`config.mk`:
```
export PLATFORM = sky130hd
export DESIGN_NAME = dma_chain_seq
export DESIGN_NICKNAME = d
export VERILOG_FILES = /design/src/rtl/dma_chain_seq.sv
export SDC_FILE = /design/constraint.sdc
export NUM_CORES = 1
export LEC_CHECK = 0
export ABC_AREA = 1
export BUFFER_PORTS_ARGS = -buffer_cell sky130_fd_sc_hd__buf_2
export CORE_ASPECT_RATIO = 0.9
export CORE_MARGIN = 2
export CORE_UTILIZATION = 45
export CTS_BUF_LIST = sky130_fd_sc_hd__clkbuf_2 sky130_fd_sc_hd__clkbuf_4 sky130_fd_sc_hd__clkbuf_8
export DETAILED_ROUTE_END_ITERATION = 6
export GPL_TIMING_DRIVEN = 0
export MAX_ROUTING_LAYER = met4
export SYNTH_ARGS = -nofsm -noshare
export SYNTH_HDL_FRONTEND = slang
export SYNTH_SLANG_ARGS = --single-unit
```
`constraint.sdc`:
```
create_clock -name clk -period 8.1 [get_ports clk]
set_clock_uncertainty 0.2 [all_clocks]
set_input_delay 0.405 -clock clk [delete_from_list [all_inputs] [get_ports clk]]
set_output_delay 0.405 -clock clk [all_outputs]
set_load 0.02 [all_outputs]
```
`src/rtl/dma_chain_seq.sv`:
```
module dma_chain_seq #(
  parameter int ADDR_W = 32,
  parameter int CNT_W  = 22
) (
  input  logic              clk,
  input  logic              rst_n,
  input  logic              reg_wr,
  input  logic [2:0]        reg_sel,
  input  logic [31:0]       reg_wdata,
  output logic [31:0]       reg_rdata,
  output logic              mem_req,
  output logic              mem_we,
  output logic [ADDR_W-1:0] mem_addr,
  output logic [3:0]        mem_be,
  output logic [31:0]       mem_wdata,
  input  logic [31:0]       mem_rdata,
  input  logic              mem_rdy,
  output logic              irq,
  output logic              done
);
  localparam int NXT_W = ADDR_W - 5;
  localparam logic [2:0] SEL_CFG  = 3'd0;
  localparam logic [2:0] SEL_DESC = 3'd1;
  localparam logic [2:0] SEL_SPTR = 3'd2;
  localparam logic [2:0] SEL_BELL = 3'd3;
  localparam logic [2:0] SEL_PEND = 3'd4;
  localparam logic [2:0] SEL_STAT = 3'd5;
  localparam logic [2:0] SEL_CNT  = 3'd6;

  typedef enum logic [2:0] {S_IDLE, S_FETCH, S_RD, S_WR, S_STAT, S_CLRV, S_NEXT} st_t;

  st_t               state;
  logic [2:0]        idx;
  logic              en, db, vld, halt, pend, irq_q;
  logic [ADDR_W-1:0] desc_ptr, stat_ptr, src, dst;
  logic [31:0]       cmd0, dbuf;
  logic [NXT_W-1:0]  nxt;
  logic [CNT_W-1:0]  rem;

  wire       beat  = mem_req && mem_rdy;
  wire       bell  = reg_wr && (reg_sel == SEL_BELL);
  wire [1:0] wsel  = (cmd0[19:18] < cmd0[17:16]) ? cmd0[19:18] : cmd0[17:16];
  wire [2:0] unit  = (wsel >= 2'd2) ? 3'd4 : ((wsel == 2'd1) ? 3'd2 : 3'd1);
  wire [3:0] umask = (wsel >= 2'd2) ? 4'hF : ((wsel == 2'd1) ? 4'h3 : 4'h1);
  wire       last  = rem <= CNT_W'(unit);
  wire [2:0] chan_stat = {db, vld, halt};
  wire [31:0] lane_data = (dbuf >> {src[1:0], 3'b000}) << {dst[1:0], 3'b000};

  st_t after_copy;
  assign after_copy = (cmd0[1:0] != 2'd0) ? S_STAT : (cmd0[2] ? S_CLRV : S_NEXT);

  logic [31:0] stat_word;
  always_comb begin
    case (cmd0[1:0])
      2'd1:    stat_word = {29'd0, chan_stat};
      2'd2:    stat_word = {1'b0, cmd0[30:0]};
      2'd3:    stat_word = 32'(rem);
      default: stat_word = '0;
    endcase
  end

  always_comb begin
    mem_req   = 1'b0;
    mem_we    = 1'b0;
    mem_addr  = '0;
    mem_be    = 4'hF;
    mem_wdata = '0;
    case (state)
      S_FETCH: begin
        mem_req  = 1'b1;
        mem_addr = desc_ptr + ADDR_W'({idx, 2'b00});
      end
      S_RD: begin
        mem_req  = 1'b1;
        mem_addr = {src[ADDR_W-1:2], 2'b00};
      end
      S_WR: begin
        mem_req   = 1'b1;
        mem_we    = 1'b1;
        mem_addr  = {dst[ADDR_W-1:2], 2'b00};
        mem_be    = umask << dst[1:0];
        mem_wdata = lane_data;
      end
      S_STAT: begin
        mem_req   = 1'b1;
        mem_we    = 1'b1;
        mem_addr  = cmd0[4] ? stat_ptr : desc_ptr + ADDR_W'(24);
        mem_wdata = stat_word;
      end
      S_CLRV: begin
        mem_req   = 1'b1;
        mem_we    = 1'b1;
        mem_addr  = desc_ptr;
        mem_wdata = {1'b0, cmd0[30:0]};
      end
      default: ;
    endcase
  end

  always_comb begin
    case (reg_sel)
      SEL_CFG:  reg_rdata = {31'd0, en};
      SEL_DESC: reg_rdata = 32'(desc_ptr);
      SEL_SPTR: reg_rdata = 32'(stat_ptr);
      SEL_PEND: reg_rdata = {31'd0, pend};
      SEL_STAT: reg_rdata = {29'd0, chan_stat};
      SEL_CNT:  reg_rdata = 32'(rem);
      default:  reg_rdata = '0;
    endcase
  end

  always_ff @(posedge clk or negedge rst_n) begin
    if (!rst_n) begin
      state    <= S_IDLE;
      idx      <= '0;
      en       <= 1'b0;
      db       <= 1'b0;
      vld      <= 1'b0;
      halt     <= 1'b0;
      pend     <= 1'b0;
      irq_q    <= 1'b0;
      desc_ptr <= '0;
      stat_ptr <= '0;
      src      <= '0;
      dst      <= '0;
      cmd0     <= '0;
      dbuf     <= '0;
      nxt      <= '0;
      rem      <= '0;
    end else begin
      if (reg_wr) begin
        case (reg_sel)
          SEL_CFG:  en       <= reg_wdata[0];
          SEL_DESC: desc_ptr <= {reg_wdata[ADDR_W-1:5], 5'd0};
          SEL_SPTR: stat_ptr <= {reg_wdata[ADDR_W-1:2], 2'd0};
          SEL_BELL: begin
            db   <= 1'b1;
            halt <= 1'b0;
          end
          SEL_PEND: if (reg_wdata[0]) begin
            pend  <= 1'b0;
            irq_q <= 1'b0;
          end
          default: ;
        endcase
      end
      case (state)
        S_IDLE: if (bell && en) begin
          state <= S_FETCH;
          idx   <= '0;
        end
        S_FETCH: if (beat) begin
          idx <= idx + 3'd1;
          case (idx)
            3'd0: cmd0 <= mem_rdata;
            3'd1: rem  <= mem_rdata[CNT_W-1:0];
            3'd2: src  <= mem_rdata[ADDR_W-1:0];
            3'd4: dst  <= mem_rdata[ADDR_W-1:0];
            3'd7: nxt  <= mem_rdata[NXT_W-1:0];
            default: ;
          endcase
          if (idx == 3'd0 && !mem_rdata[31]) begin
            halt  <= 1'b1;
            db    <= 1'b0;
            vld   <= 1'b0;
            state <= S_IDLE;
          end else if (!en) begin
            state <= S_IDLE;
          end else if (idx == 3'd7) begin
            vld   <= 1'b1;
            state <= (rem == '0) ? after_copy : S_RD;
          end
        end
        S_RD: if (beat) begin
          dbuf  <= mem_rdata;
          state <= en ? S_WR : S_IDLE;
        end
        S_WR: if (beat) begin
          src   <= src + ADDR_W'(unit);
          dst   <= dst + ADDR_W'(unit);
          rem   <= last ? '0 : rem - CNT_W'(unit);
          state <= !en ? S_IDLE : (last ? after_copy : S_RD);
        end
        S_STAT: if (beat) state <= cmd0[2] ? S_CLRV : S_NEXT;
        S_CLRV: if (beat) state <= S_NEXT;
        S_NEXT: begin
          pend     <= 1'b1;
          if (cmd0[8]) irq_q <= 1'b1;
          vld      <= 1'b0;
          desc_ptr <= {nxt, 5'd0};
          idx      <= '0;
          state    <= en ? S_FETCH : S_IDLE;
        end
        default: state <= S_IDLE;
      endcase
    end
  end

  assign done = (state == S_NEXT);
  assign irq  = irq_q;
endmodule

```
; Yosys cells after proc, flatten, opt, wreduce, memory -nomap -nowiden
; Index checks and enable logic that the tools add are counted.
[op_classes]
addsub = 6
n_lt_le_gt_ge = 3
eq_ne = 32
n_shift = 3
mux = 73
n_reduce_logical = 32
[op_table]
columns = operator, count
row1 = $mux 32, 10
row2 = $pmux 32 s6, 1
row3 = $pmux 32 s5, 1
row4 = $pmux 32 s2, 2
row5 = $pmux 32 s3, 1
row6 = $pmux 31 s3, 1
row7 = $mux 22, 4
row8 = $add 32x3->32, 2
row9 = $mux 3, 16
row10 = $pmux 22 s2, 1
row11 = $add 32x5->32, 1
row12 = $add 32x5->32 const B, 1
row13 = $shl 32x5->32, 1
row14 = $shr 32x5->32, 1
row15 = $mux 1, 26
row16 = $eq 3x3->1 const B, 8
row17 = $le 22x3->1, 1
row18 = $logic_not 22->1, 1
row19 = $sub 22x3->22, 1
row20 = $pmux 3 s7, 1
row21 = $reduce_and 4->1, 4
row22 = $eq 3x2->1 const B, 5
row23 = $reduce_bool 2->1, 7
row24 = $ne 2x2->1 const B, 6
row25 = other kinds (23), 46
[word_totals]
ff_bits = 250
input_bits = 71
output_inout_bits = 104
elab_cells = 165

; Logic depth before layout (Yosys ltp)
[depth]
word_depth = 10
depth_mapped = 21

; Worst setup path after synthesis
; OpenSTA, ideal clock, no wires.
[synth_timing]
kind = register -> register
start = register cmd0[17]
end = register rem[17]
setup_time_ns = 0.119
t_arrival_ns = 2.667
required_ns = 7.781
setup_slack_ns = 5.114
stages_incl_launch_ff = 19
period_less_slack_ns = 2.986
cell_sequence = dfrtp_1 > inv_1 > ha_1 > nor2_1 > o22ai_1 > inv_1 > nor2_1 > ha_1 > inv_1 > fa_1 > nand2_1 > inv_1 > nor2_1 > nand3_1 > nand2_1 > nor2_4 > buf_2 > a21oi_1 > nor2_1
[synth_between]
elab_chain_cells = 9
elab_cells_between_ends = 11
classes_between = add/sub: 1 / order compare: 3 / eq/ne: 1 / mux: 6
[synth_rtl]
columns = element, line
row1 = "start, declared", 36  ; logic [31:0] cmd0, dbuf;
row2 = "start signal, assigned", 155  ; 3'd0: cmd0 <= mem_rdata;
row3 = $lt 2x2->1, 42  ; wire [1:0] wsel = (cmd0[19:18] < cmd0[17:16]) ? cmd0[19:18] : cmd0[17:16];
row4 = $mux 2 (*), 42
row5 = $eq 2x1->1, 43  ; wire [2:0] unit = (wsel >= 2'd2) ? 3'd4 : ((wsel == 2'd1) ? 3'd2 : 3'd1);
row6 = $mux 2, 43
row7 = $mux 3 (*), 43
row8 = $sub 22x3->22 or $le 22x3->1 (tied branches), "181, 45"
row9 = $mux 22 (*), 181  ; rem <= last ? '0 : rem - CNT_W'(unit);
row10 = $mux 22 (*), 178  ; S_WR: if (beat) begin
row11 = $pmux 22 s2 (*), 147  ; case (state)
row12 = "end signal, assigned", 156  ; 3'd1: rem <= mem_rdata[CNT_W-1:0];
row13 = "end signal, assigned", 181
row14 = "end, declared", 38  ; logic [CNT_W-1:0] rem;
; Every way passes the cells marked *; elsewhere a longest branch is shown, timed or not. The select of a mux whose other input is x is not followed.
; A chain may end at the register's enable or synchronous reset.

; Worst setup path in the final report
[layout_timing]
start = register cmd0[17]
end = register rem[21]
; The elaborated chain is that of the path after synthesis.

==> results.txt <==
status -> complete, no violations
PnR worst setup slack -> 4.04 ns
Combinational Power Share -> 46.4%
Design Area, Final -> 18600 um2
Cell Int Power -> 3.22 mW
num rows -> 64
largest net degree at the start of global routing -> 96
worst flop-to-flop path startpoint -> cmd0[17]$_DFFE_PN0P_
fin crit share -> 50.1%
Synth Register Bits -> 245
area of the core -> 34200 um2
worst r2r dst -> rem[21]$_DFFE_PN0P_
Unique masters post-synth -> 50
dpl hpwl -> 56.6 mm
Seq/Total Area, Yosys -> 39.0%
Final ANT Viol Nets -> 0
vias in the first global route -> 16700
crit-path cells -> inv_1, ha_1, nor2_1, o22ai_1, inv_1, nor2_1, ha_1, inv_1, fa_1, nand2_1, inv_1, nor2_1, nand3_1, nand2_1, nor2_4, buf_2, nand3_1, a21oi_1
io pins -> 175
placed cell areas -> 17200 um2
Root Buffer -> clkbuf_8
# setup viols final -> 0
die width -> 201 um
vias -> 17800
met3 routed WL -> 8.59 mm
worst endpoint data arrival time -> 4.36 ns
sequential power share -> 34.3%
slowest CP cell -> nor2_1
hold_ws -> 0.0535 ns
drt via density -> 5.85
crit path kind -> reg2reg
Setup Slack @ Placement -> 4.13 ns
die area -> 36400 um2
Gates resized, CTS repair -> 0
WP depth -> 18
initial antenna violation count -> 3
first-pass GRT wire length -> 108 mm
crit path max fanout -> 10
R2R cell count -> 18
Hold Path Stages -> 5
wirelength, routed -> 73.4 mm
Worst Tran Pin Value -> 0.940 ns
worst-case vdd ir drop -> 0.180 mV
leakage power -> 8.98 nW
DIE HEIGHT -> 181 um
layout net count -> 2644
Synth Instances -> 2285
Max Clock Freq -> 246 MHz
CP Buf/Inv Count -> 5
async set-reset flop share out of synthesis -> 100%
DRT iter0 DRCs -> 2308
GRT Residual Overflow -> 0
Routed WL per cell -> 24.1 um
min-delay src -> reg_sel[0]
Initial Util -> 46.0%
Remaining DRCs -> 0
Syn-to-layout area delta -> 18.2%
Reg clk slew, reported paths -> 0.07 ns
CTS max path bufs -> 3
Slew HR -> 37.3%
Skew-Pair Late Insertion Delay -> 0.63 ns
hold endpoint -> db$_DFF_PN0_
Switching Power -> 3.28 mW
RSZ-0062 raised after global routing -> no
Power Density -> 350 nW/um2
synth warn -> 0
layout cells sized above 1 -> 14.1%
synthesized cell area -> 15700 um2
Sink Count -> 245
HP Class -> in2reg
Final Hold Vio Count -> 0
most common flop cell mapped by yosys -> dfrtp_1
Met1 Routed Length -> 31.6 mm
top sig layer -> met4
synthesized area per cell -> 6.88 um2
H-tree levels -> 2
Max stage delay on crit path -> 0.59 ns
RePlAce Congestion -> 1.00
number of synthesized flops with an enable pin -> 0
GRT Util Overall -> 41.4%
Worst EP required -> 8.40 ns
Startpoint Class -> flop
count of final max-slew check failures -> 0
wire length on met2 -> 30.4 mm
Final min period -> 4.06 ns
CTS buffer count -> 45
Max Cap Viol -> 0
delay-heaviest family, CP -> simple AND/OR/NAND/NOR gates
Reg2Reg Setup Slack -> 4.04 ns
port bufs -> 171
CTS tree -> yes
drt pass-1 iters -> 7
crit-path most repeated cell -> inv_1
critical path endpoint category -> flop
TNS Setup -> 0 ns
switch share -> 50.5%
Clk pwr share -> 19.3%
## power by group through the flow
stage	combinational [mW]	sequential, mW	clock [mW]
2_1_floorplan	1.94	1.99	0
3_3_place_gp	2.86	2.20	0
3_5_place_dp	2.89	2.21	0
4_1_cts	2.92	2.19	1.25
5_1_grt	3.30	2.27	1.31
6_report	3.01	2.23	1.26
## what timing repair did
item	CTS	global route
hold buffers	46	0
setup buffers	0	0
endpoints found under the hold margin	155	0
## cell type report
class                   instances  area (um2)
plain buffers                 103         548
diodes                          4        10.0
fillers                      3506       15600
clock inverters                12        87.6
flip-flops and latches        245        6130
multi-input cells            1692        8120
inverters                     246         923
clock buffers                  65         807
well taps                     462         578
repair buffers                219        1380
## metal layers
layer,track usage (%),up-vias
li1,-,8003
met1,57.3,8567
met2,58.8,1088
met3,9.99,161
met4,14.9,0
met5,-,-
## cell families (layout without fill, tap and decap cells)
group | after synthesis | after routing | share of synthesized area, %
AO/OA/AOI/OAI | 469 | 469 | 17.5
XOR/XNOR | 22 | 22 | 1.23
adder cells (fa/ha/maj) | 21 | 21 | 1.82
buffers and inverters | 349 | 645 | 9.36
flip-flops | 245 | 245 | 39.0
multiplexers | 13 | 13 | 0.931
other | 1 | 6 | 0.0239
AND/OR/NAND/NOR | 1165 | 1165 | 30.2
## Yosys cell counts (all sizes together) (3+ instances only)
| library cell | number | area, um2 |
|---|---|---|
| xnor2 | 3 | 26.3 |
| nand4 | 22 | 138 |
| a21oi | 74 | 378 |
| inv | 244 | 916 |
| nand3b | 16 | 120 |
| o21ai | 240 | 1200 |
| o211ai | 21 | 158 |
| buf | 62 | 393 |
| fa | 3 | 60.1 |
| o2111ai | 16 | 140 |
| o22ai | 16 | 100 |
| xor2 | 19 | 166 |
| mux2 | 13 | 146 |
| a221oi | 4 | 35.0 |
| nor3 | 19 | 110 |
| a22oi | 25 | 188 |
| a31oi | 36 | 225 |
| ha | 18 | 225 |
| clkbuf | 41 | 155 |
| nor2 | 312 | 1220 |
| nand2 | 706 | 2680 |
| nand3 | 83 | 430 |
| o221ai | 29 | 254 |
| or2 | 4 | 25.0 |
| o31ai | 4 | 30.0 |
| dfrtp | 245 | 6130 |
## worst reg2reg max path: stages (launching register included)
cell	delay (ns)
dfrtp_1	0.40
inv_1	0.08
ha_1	0.28
nor2_1	0.04
o22ai_1	0.17
inv_1	0.06
nor2_1	0.59
ha_1	0.27
inv_1	0.07
fa_1	0.39
nand2_1	0.10
inv_1	0.08
nor2_1	0.26
nand3_1	0.23
nand2_1	0.20
nor2_4	0.09
buf_2	0.21
nand3_1	0.15
a21oi_1	0.08
## flip-flops by register name, summed over array words and instances (netlist names), 3 cells and up
signal	flops
cmd0	31
dbuf	32
desc_ptr	27
dst	32
idx	3
nxt	27
rem	22
src	32
stat_ptr	30
state	3
## worst max-delay path by stage
| stage | from | end |
|---|---|---|
| after CTS | cmd0[17]$_DFFE_PN0P_ | rem[21]$_DFFE_PN0P_ |
| final | cmd0[17]$_DFFE_PN0P_ | rem[21]$_DFFE_PN0P_ |
| after floorplan | cmd0[17]$_DFFE_PN0P_ | rem[17]$_DFFE_PN0P_ |
| after global routing | cmd0[17]$_DFFE_PN0P_ | dst[24]$_DFFE_PN0P_ |
| after global placement | rst_n | dst[27]$_DFFE_PN0P_ |
| after detailed placement | cmd0[17]$_DFFE_PN0P_ | rem[21]$_DFFE_PN0P_ |
## per-stage QoR
step                      cells  power [mW]  util [%]
after global routing       3048        6.88      54.4
after global placement     2919        5.06      50.2
after CTS                  3044        6.37      54.3
final                      3048        6.50      54.4
after detailed placement   2921        5.10      50.4
after floorplan            2286        3.94         -
## cells in the final DEF, fill, tap and decap left out, drive strengths merged, types with 2 or more instances in the layout
| master | count |
|---|---|
| xnor2 | 3 |
| buf | 235 |
| o22ai | 16 |
| mux2 | 13 |
| a22oi | 25 |
| nand2 | 706 |
| diode | 4 |
| ha | 18 |
| a221oi | 4 |
| inv | 246 |
| a31oi | 36 |
| o31ai | 4 |
| o2111ai | 16 |
| nand3 | 83 |
| o221ai | 29 |
| nand3b | 16 |
| a21oi | 74 |
| xor2 | 19 |
| clkinv | 11 |
| dfrtp | 245 |
| nor2 | 312 |
| or2 | 4 |
| fa | 3 |
| o211ai | 21 |
| nand4 | 22 |
| dlygate4sd3 | 46 |
| clkbuf | 106 |
| o21ai | 240 |
| conb | 2 |
| nor3 | 19 |
(Power assumes the default switching activity.)
